**src/rtl/adc_seq_pkg.sv**
```systemverilog
package adc_seq_pkg;
  typedef enum logic [1:0] {
    PH_CONVERT = 2'd0,
    PH_SLEEP   = 2'd1,
    PH_OUTPUT  = 2'd2
  } phase_t;
endpackage

```
**src/rtl/adc_seq_sync.sv**
```systemverilog
module adc_seq_sync #(
  parameter int W      = 2,
  parameter int STAGES = 2
) (
  input  logic         clk,
  input  logic         rst,
  input  logic [W-1:0] pin_i,
  output logic [W-1:0] level_o,
  output logic [W-1:0] prev_o
);
  localparam int DEPTH = STAGES + 1;

  for (genvar b = 0; b < W; b++) begin : g_bit
    logic [DEPTH-1:0] chain;
    always_ff @(posedge clk) begin
      if (rst) chain <= '1;
      else     chain <= {chain[DEPTH-2:0], pin_i[b]};
    end
    assign level_o[b] = chain[STAGES-1];
    assign prev_o[b]  = chain[STAGES];
  end
endmodule

```
**src/rtl/adc_seq_timer.sv**
```systemverilog
module adc_seq_timer #(
  parameter int CYCLES = 16600
) (
  input  logic clk,
  input  logic rst,
  input  logic run,
  output logic done
);
  localparam int CW = (CYCLES < 2) ? 1 : $clog2(CYCLES);
  localparam logic [CW-1:0] LAST = CW'(CYCLES - 1);

  logic [CW-1:0] count;

  assign done = run && (count == LAST);

  always_ff @(posedge clk) begin
    if (rst || !run) count <= '0;
    else if (!done)  count <= count + 1'b1;
  end
endmodule

```
**src/rtl/adc_seq_shifter.sv**
```systemverilog
module adc_seq_shifter #(
  parameter int DATA_W = 16,
  parameter int RAW_W  = DATA_W + 2
) (
  input  logic                       clk,
  input  logic                       rst,
  input  logic                       load,
  input  logic signed [RAW_W-1:0]    raw_i,
  input  logic                       rewind,
  input  logic                       advance,
  output logic                       bit_o,
  output logic                       last_o,
  output logic [$clog2(DATA_W)-1:0]  idx_o,
  output logic [DATA_W-1:0]          word_o
);
  localparam int IW = $clog2(DATA_W);
  localparam logic signed [RAW_W-1:0] FULL = RAW_W'((64'd1 << DATA_W) - 1);

  function automatic logic [DATA_W-1:0] saturate(input logic signed [RAW_W-1:0] v);
    if (v < 0)         return '0;
    else if (v > FULL) return '1;
    else               return v[DATA_W-1:0];
  endfunction

  function automatic logic pick(input logic [DATA_W-1:0] w, input logic [IW-1:0] i);
    return w[(DATA_W - 1) - int'(i)];
  endfunction

  logic [DATA_W-1:0] word;
  logic [IW-1:0]     idx;

  always_ff @(posedge clk) begin
    if (rst) begin
      word <= '0;
      idx  <= '0;
    end else begin
      if (load) word <= saturate(raw_i);
      if (load || rewind) idx <= '0;
      else if (advance)   idx <= idx + 1'b1;
    end
  end

  assign bit_o  = pick(word, idx);
  assign last_o = (idx == IW'(DATA_W - 1));
  assign idx_o  = idx;
  assign word_o = word;
endmodule

```
**src/rtl/adc_serial_sequencer.sv**
```systemverilog
module adc_serial_sequencer
  import adc_seq_pkg::*;
#(
  parameter int DATA_W      = 16,
  parameter int RAW_W       = DATA_W + 2,
  parameter int CONV_CYCLES = 16600,
  parameter int SYNC_STAGES = 2,
  parameter bit TWO_WIRE    = 1'b0
) (
  input  logic                    clk,
  input  logic                    rst,
  input  logic                    cs_n_i,
  input  logic                    sck_i,
  input  logic signed [RAW_W-1:0] sample_i,
  output logic                    sdo,
  output logic                    sdo_oe
);
  localparam int IW = $clog2(DATA_W);

  phase_t phase;
  phase_t after_convert;

  logic [1:0] pin_level, pin_prev;
  logic cs_lvl, sck_lvl, cs_rise, sck_fall;
  logic conv_done, enter_output, load, advance;
  logic cur_bit, last_bit, line_val;
  logic [IW-1:0]     bit_idx;
  logic [DATA_W-1:0] held_word;

  adc_seq_sync #(.W(2), .STAGES(SYNC_STAGES)) u_sync (
    .clk(clk), .rst(rst), .pin_i({cs_n_i, sck_i}),
    .level_o(pin_level), .prev_o(pin_prev)
  );

  assign cs_lvl   = pin_level[1];
  assign sck_lvl  = pin_level[0];
  assign cs_rise  = pin_level[1] & ~pin_prev[1];
  assign sck_fall = pin_prev[0] & ~pin_level[0];

  adc_seq_timer #(.CYCLES(CONV_CYCLES)) u_timer (
    .clk(clk), .rst(rst), .run(phase == PH_CONVERT), .done(conv_done)
  );

  generate
    if (TWO_WIRE) begin : g_two_wire
      assign after_convert = PH_OUTPUT;
    end else begin : g_three_wire
      assign after_convert = PH_SLEEP;
    end
  endgenerate

  assign load         = (phase == PH_CONVERT) && conv_done;
  assign enter_output = (phase == PH_SLEEP) && !cs_lvl && !sck_lvl;
  assign advance      = (phase == PH_OUTPUT) && !cs_rise && sck_fall && !last_bit;

  adc_seq_shifter #(.DATA_W(DATA_W), .RAW_W(RAW_W)) u_shift (
    .clk(clk), .rst(rst), .load(load), .raw_i(sample_i),
    .rewind(enter_output), .advance(advance),
    .bit_o(cur_bit), .last_o(last_bit), .idx_o(bit_idx), .word_o(held_word)
  );

  always_ff @(posedge clk) begin
    if (rst) phase <= PH_CONVERT;
    else begin
      unique case (phase)
        PH_CONVERT: if (conv_done) phase <= after_convert;
        PH_SLEEP:   if (enter_output) phase <= PH_OUTPUT;
        PH_OUTPUT:  if (cs_rise || (sck_fall && last_bit)) phase <= PH_CONVERT;
        default:    phase <= PH_CONVERT;
      endcase
    end
  end

  always_comb begin
    unique case (phase)
      PH_CONVERT: line_val = 1'b1;
      PH_SLEEP:   line_val = 1'b0;
      PH_OUTPUT:  line_val = cur_bit;
      default:    line_val = 1'b0;
    endcase
  end

  assign sdo_oe = ~cs_lvl;
  assign sdo    = sdo_oe & line_val;
endmodule

```
**config.mk**
```make
export PLATFORM = sky130hd
export DESIGN_NAME = adc_serial_sequencer
export DESIGN_NICKNAME = d
export VERILOG_FILES = /design/src/rtl/adc_seq_pkg.sv /design/src/rtl/adc_seq_sync.sv /design/src/rtl/adc_seq_timer.sv /design/src/rtl/adc_seq_shifter.sv /design/src/rtl/adc_serial_sequencer.sv
export SDC_FILE = /design/constraint.sdc
export NUM_CORES = 1
export LEC_CHECK = 0
export BUFFER_PORTS_ARGS = -buffer_cell sky130_fd_sc_hd__buf_2
export CORE_AREA = 2 2 85 87
export DETAILED_ROUTE_END_ITERATION = 7
export DIE_AREA = 0 0 87 89
export PLACE_DENSITY = 0.45
export REMOVE_ABC_BUFFERS = 1
export SYNTH_ARGS = -nofsm -noshare
export SYNTH_HDL_FRONTEND = slang
export SYNTH_SLANG_ARGS = --single-unit
```
**constraint.sdc**
```tcl
create_clock -name clk -period 3.85 [get_ports clk]
set_clock_uncertainty 0.1 [all_clocks]
set_input_delay 0.385 -clock clk [delete_from_list [all_inputs] [get_ports clk]]
set_output_delay 0.385 -clock clk [all_outputs]
set_load 0.1 [all_outputs]
```
==> results.cfg <==
[logic_synthesis]
syn-instance-count = 233
ys_types = 32
ys_seq_area_frac = 0.432
synth_area_per_cell_um2 = 8.55
yosys_warnings = 0
netlist_area_mm2 = 0.00199
synth_seq_cells = 43

[clock_tree]
htreeDepth = 2
cts_tree = done
cts_hold_buf = 0
cts.clk_slew.worst_paths_ps = 80
cts-buffers-inserted = 5
clk_latency_ps = 290
cts_buffer_depth = 2
postCtsSetupRepairBufs = 0
cts_resized = 0
root_buffer = clkbuf_8
clock-sinks = 43

[timing]
holdWs_ps = 173
min_period_over_period = 0.758
rsz0062_at_grt = false
period_needed_ps = 2920
fin_tns_setup_ps = 0
setup_slack_ps = 930
drv_slew = 0
setup_viol = 0
finalHoldViolCount = 0
fmaxAchievable_ghz = 0.342
worstMarginPinSlew_ps = 1030
relSlewSlack = 0.316

[power]
p_per_area_mw_per_mm2 = 352
ir_worst_vdd_mv = 0.0954
p_leak_nw = 0.742

[routing]
via_count = 1677
finalWirelength_um = 4160
ant_nets = 0
drt_first_pass_iters = 4
drtIter0Drc = 98
drc = 0
detail_route.wl_per_cell_um = 12.8
post_drt_via_cell_ratio = 5.16

[floorplanning]
start_util = 0.297
rows = 30
die_y_um = 89
die_x_um = 87
core_area_mm2 = 0.00672
io_pins = 24
die-area_mm2 = 0.00774

[setup_path]
crit_type = flop to flop
arrival_ps = 3040
rr_startpoint = u_timer.count[11]
required_ps = 3970
reg2reg_slack_ps = 930
path_delay_family = simple AND/OR/NAND/NOR gates
cp-start-kind = flop
path_depth = 4
crit_top_cell = or4_1
crit_chain = or4b_1 > or4_1 > or4_1 > a21oi_1
ff2ff_path_depth = 4
path_max_fanout = 37
critPathBufInv = 0
r2r_end = u_shift.word_o[10]
crit_slowest_cell = or4_1
critPathCaptureType = flop
cp_slowest_stage_delay_ps = 1020

[job]
maxCapViolCount = 0

[global_routing]
track_usage = 0.115
grt_pass1_wl_um = 7080
grt_antenna_before_repair = 0
grt_max_degree = 38
grt_pass1_vias = 1472
grt_remaining_overflow = 0

[final_layout]
area_growth_pct = 11.4
layout_commonest_cell = dfxtp_1
final_util = 0.330
antenna_cells = 0
mostFrequentLayoutCells = dfxtp_1 (43), nor2_1 (33), buf_2 (23)
post_route_cells_drive_above_1_share = 0.167
nNetsFinal = 269

[placed_design]
preCtsSetupSlack_ps = 943
routabilityCongestion = 0.723
dp_hpwl_um = 2730
io_buffers = 23

[worst_hold_path]
hp-class = input port to flop
min_to = u_sync.g_bit[0].chain[0]
hold_depth = 2
hold_start = sck_i

[run_status]
status = finished, final reports clean
## cells in the mapped netlist, drive strengths merged
library cell	count	area, um^2
a211oi	2	15.0
a21oi	22	110
a31oi	1	6.26
and3	1	6.26
buf	2	16.3
clkbuf	16	60.1
dfxtp	43	861
ha	2	25.0
inv	4	15.0
mux2	1	11.3
mux2i	3	30.0
mux4	4	90.1
nand2	8	30.0
nand2b	2	12.5
nand3	6	30.0
nand4	3	18.8
nand4b	1	8.76
nor2	33	124
nor2b	2	12.5
nor3	4	20.0
nor4	5	31.3
nor4b	2	17.5
o21ai	22	110
o21bai	1	7.51
or2	7	43.8
or3	5	31.3
or4	19	143
or4b	1	10.0
xnor2	9	78.8
xor2	2	17.5
## worst register-to-register path: cells and delay by family, from the launching register on
kind	cells	cell delay [ps]
AOI/OAI and AO/OA	1	150
DFF	1	350
and+or+nand+nor	3	2280
## power by group
group          switching (W)  internal, W   total, W
Sequential        0.00000469     0.000450   0.000454
Clock               0.000145     0.000141   0.000286
Combinational      0.0000256    0.0000157  0.0000413
## cells by family after synthesis
logic type | synth area share
simple gates | 0.271
compound gates | 0.125
flops | 0.432
buf+inv | 0.0458
xor+xnor | 0.0483
mux | 0.0659
fa+ha+maj | 0.0126
## flip-flops by register name, summed over array words and instances, names as in the netlist
register and flops:
phase 2, u_shift.idx_o 4, u_shift.word_o 16, u_sync.g_bit.chain 6
u_timer.count 15
## how the worst max path moves through the flow
stage                      startpoint                 end  slack (ps)
floorplan            u_shift.idx_o[0]                 sdo          70
global placement    u_timer.count[11]   u_shift.word_o[5]         970
detailed placement  u_timer.count[11]  u_shift.word_o[10]         940
CTS                 u_timer.count[11]  u_shift.word_o[10]         920
global route        u_timer.count[11]   u_shift.word_o[8]         770
finish              u_timer.count[11]  u_shift.word_o[10]         930
## per-stage QoR
step	instance area, um^2	power [W]	instances
after floorplan	1920	0.000483	215
after global placement	2130	0.000507	318
after detailed placement	2130	0.000506	318
after CTS	2220	0.000800	325
after global routing	2220	0.000821	325
final	2220	0.000782	325
## cell type report
class | instances | area (um^2)
fill | 699 | 4500
clock buffer | 6 | 82.6
timing repair buffer | 23 | 115
tap | 80 | 100
clock inverter | 1 | 5.00
sequential | 43 | 861
multi-input combinational | 168 | 1040
inverter | 4 | 15.0
## per-layer routing
metal	wire length, um	part of all wire	GRT usage	up-vias
met5	0	0	0	-
met4	58	0.014	0.0469	0
met3	114	0.027	0.0277	4
met2	1800	0.43	0.173	20
met1	2190	0.53	0.158	784
li1	-	-	-	869
Power figures use the tool's default switching activity.
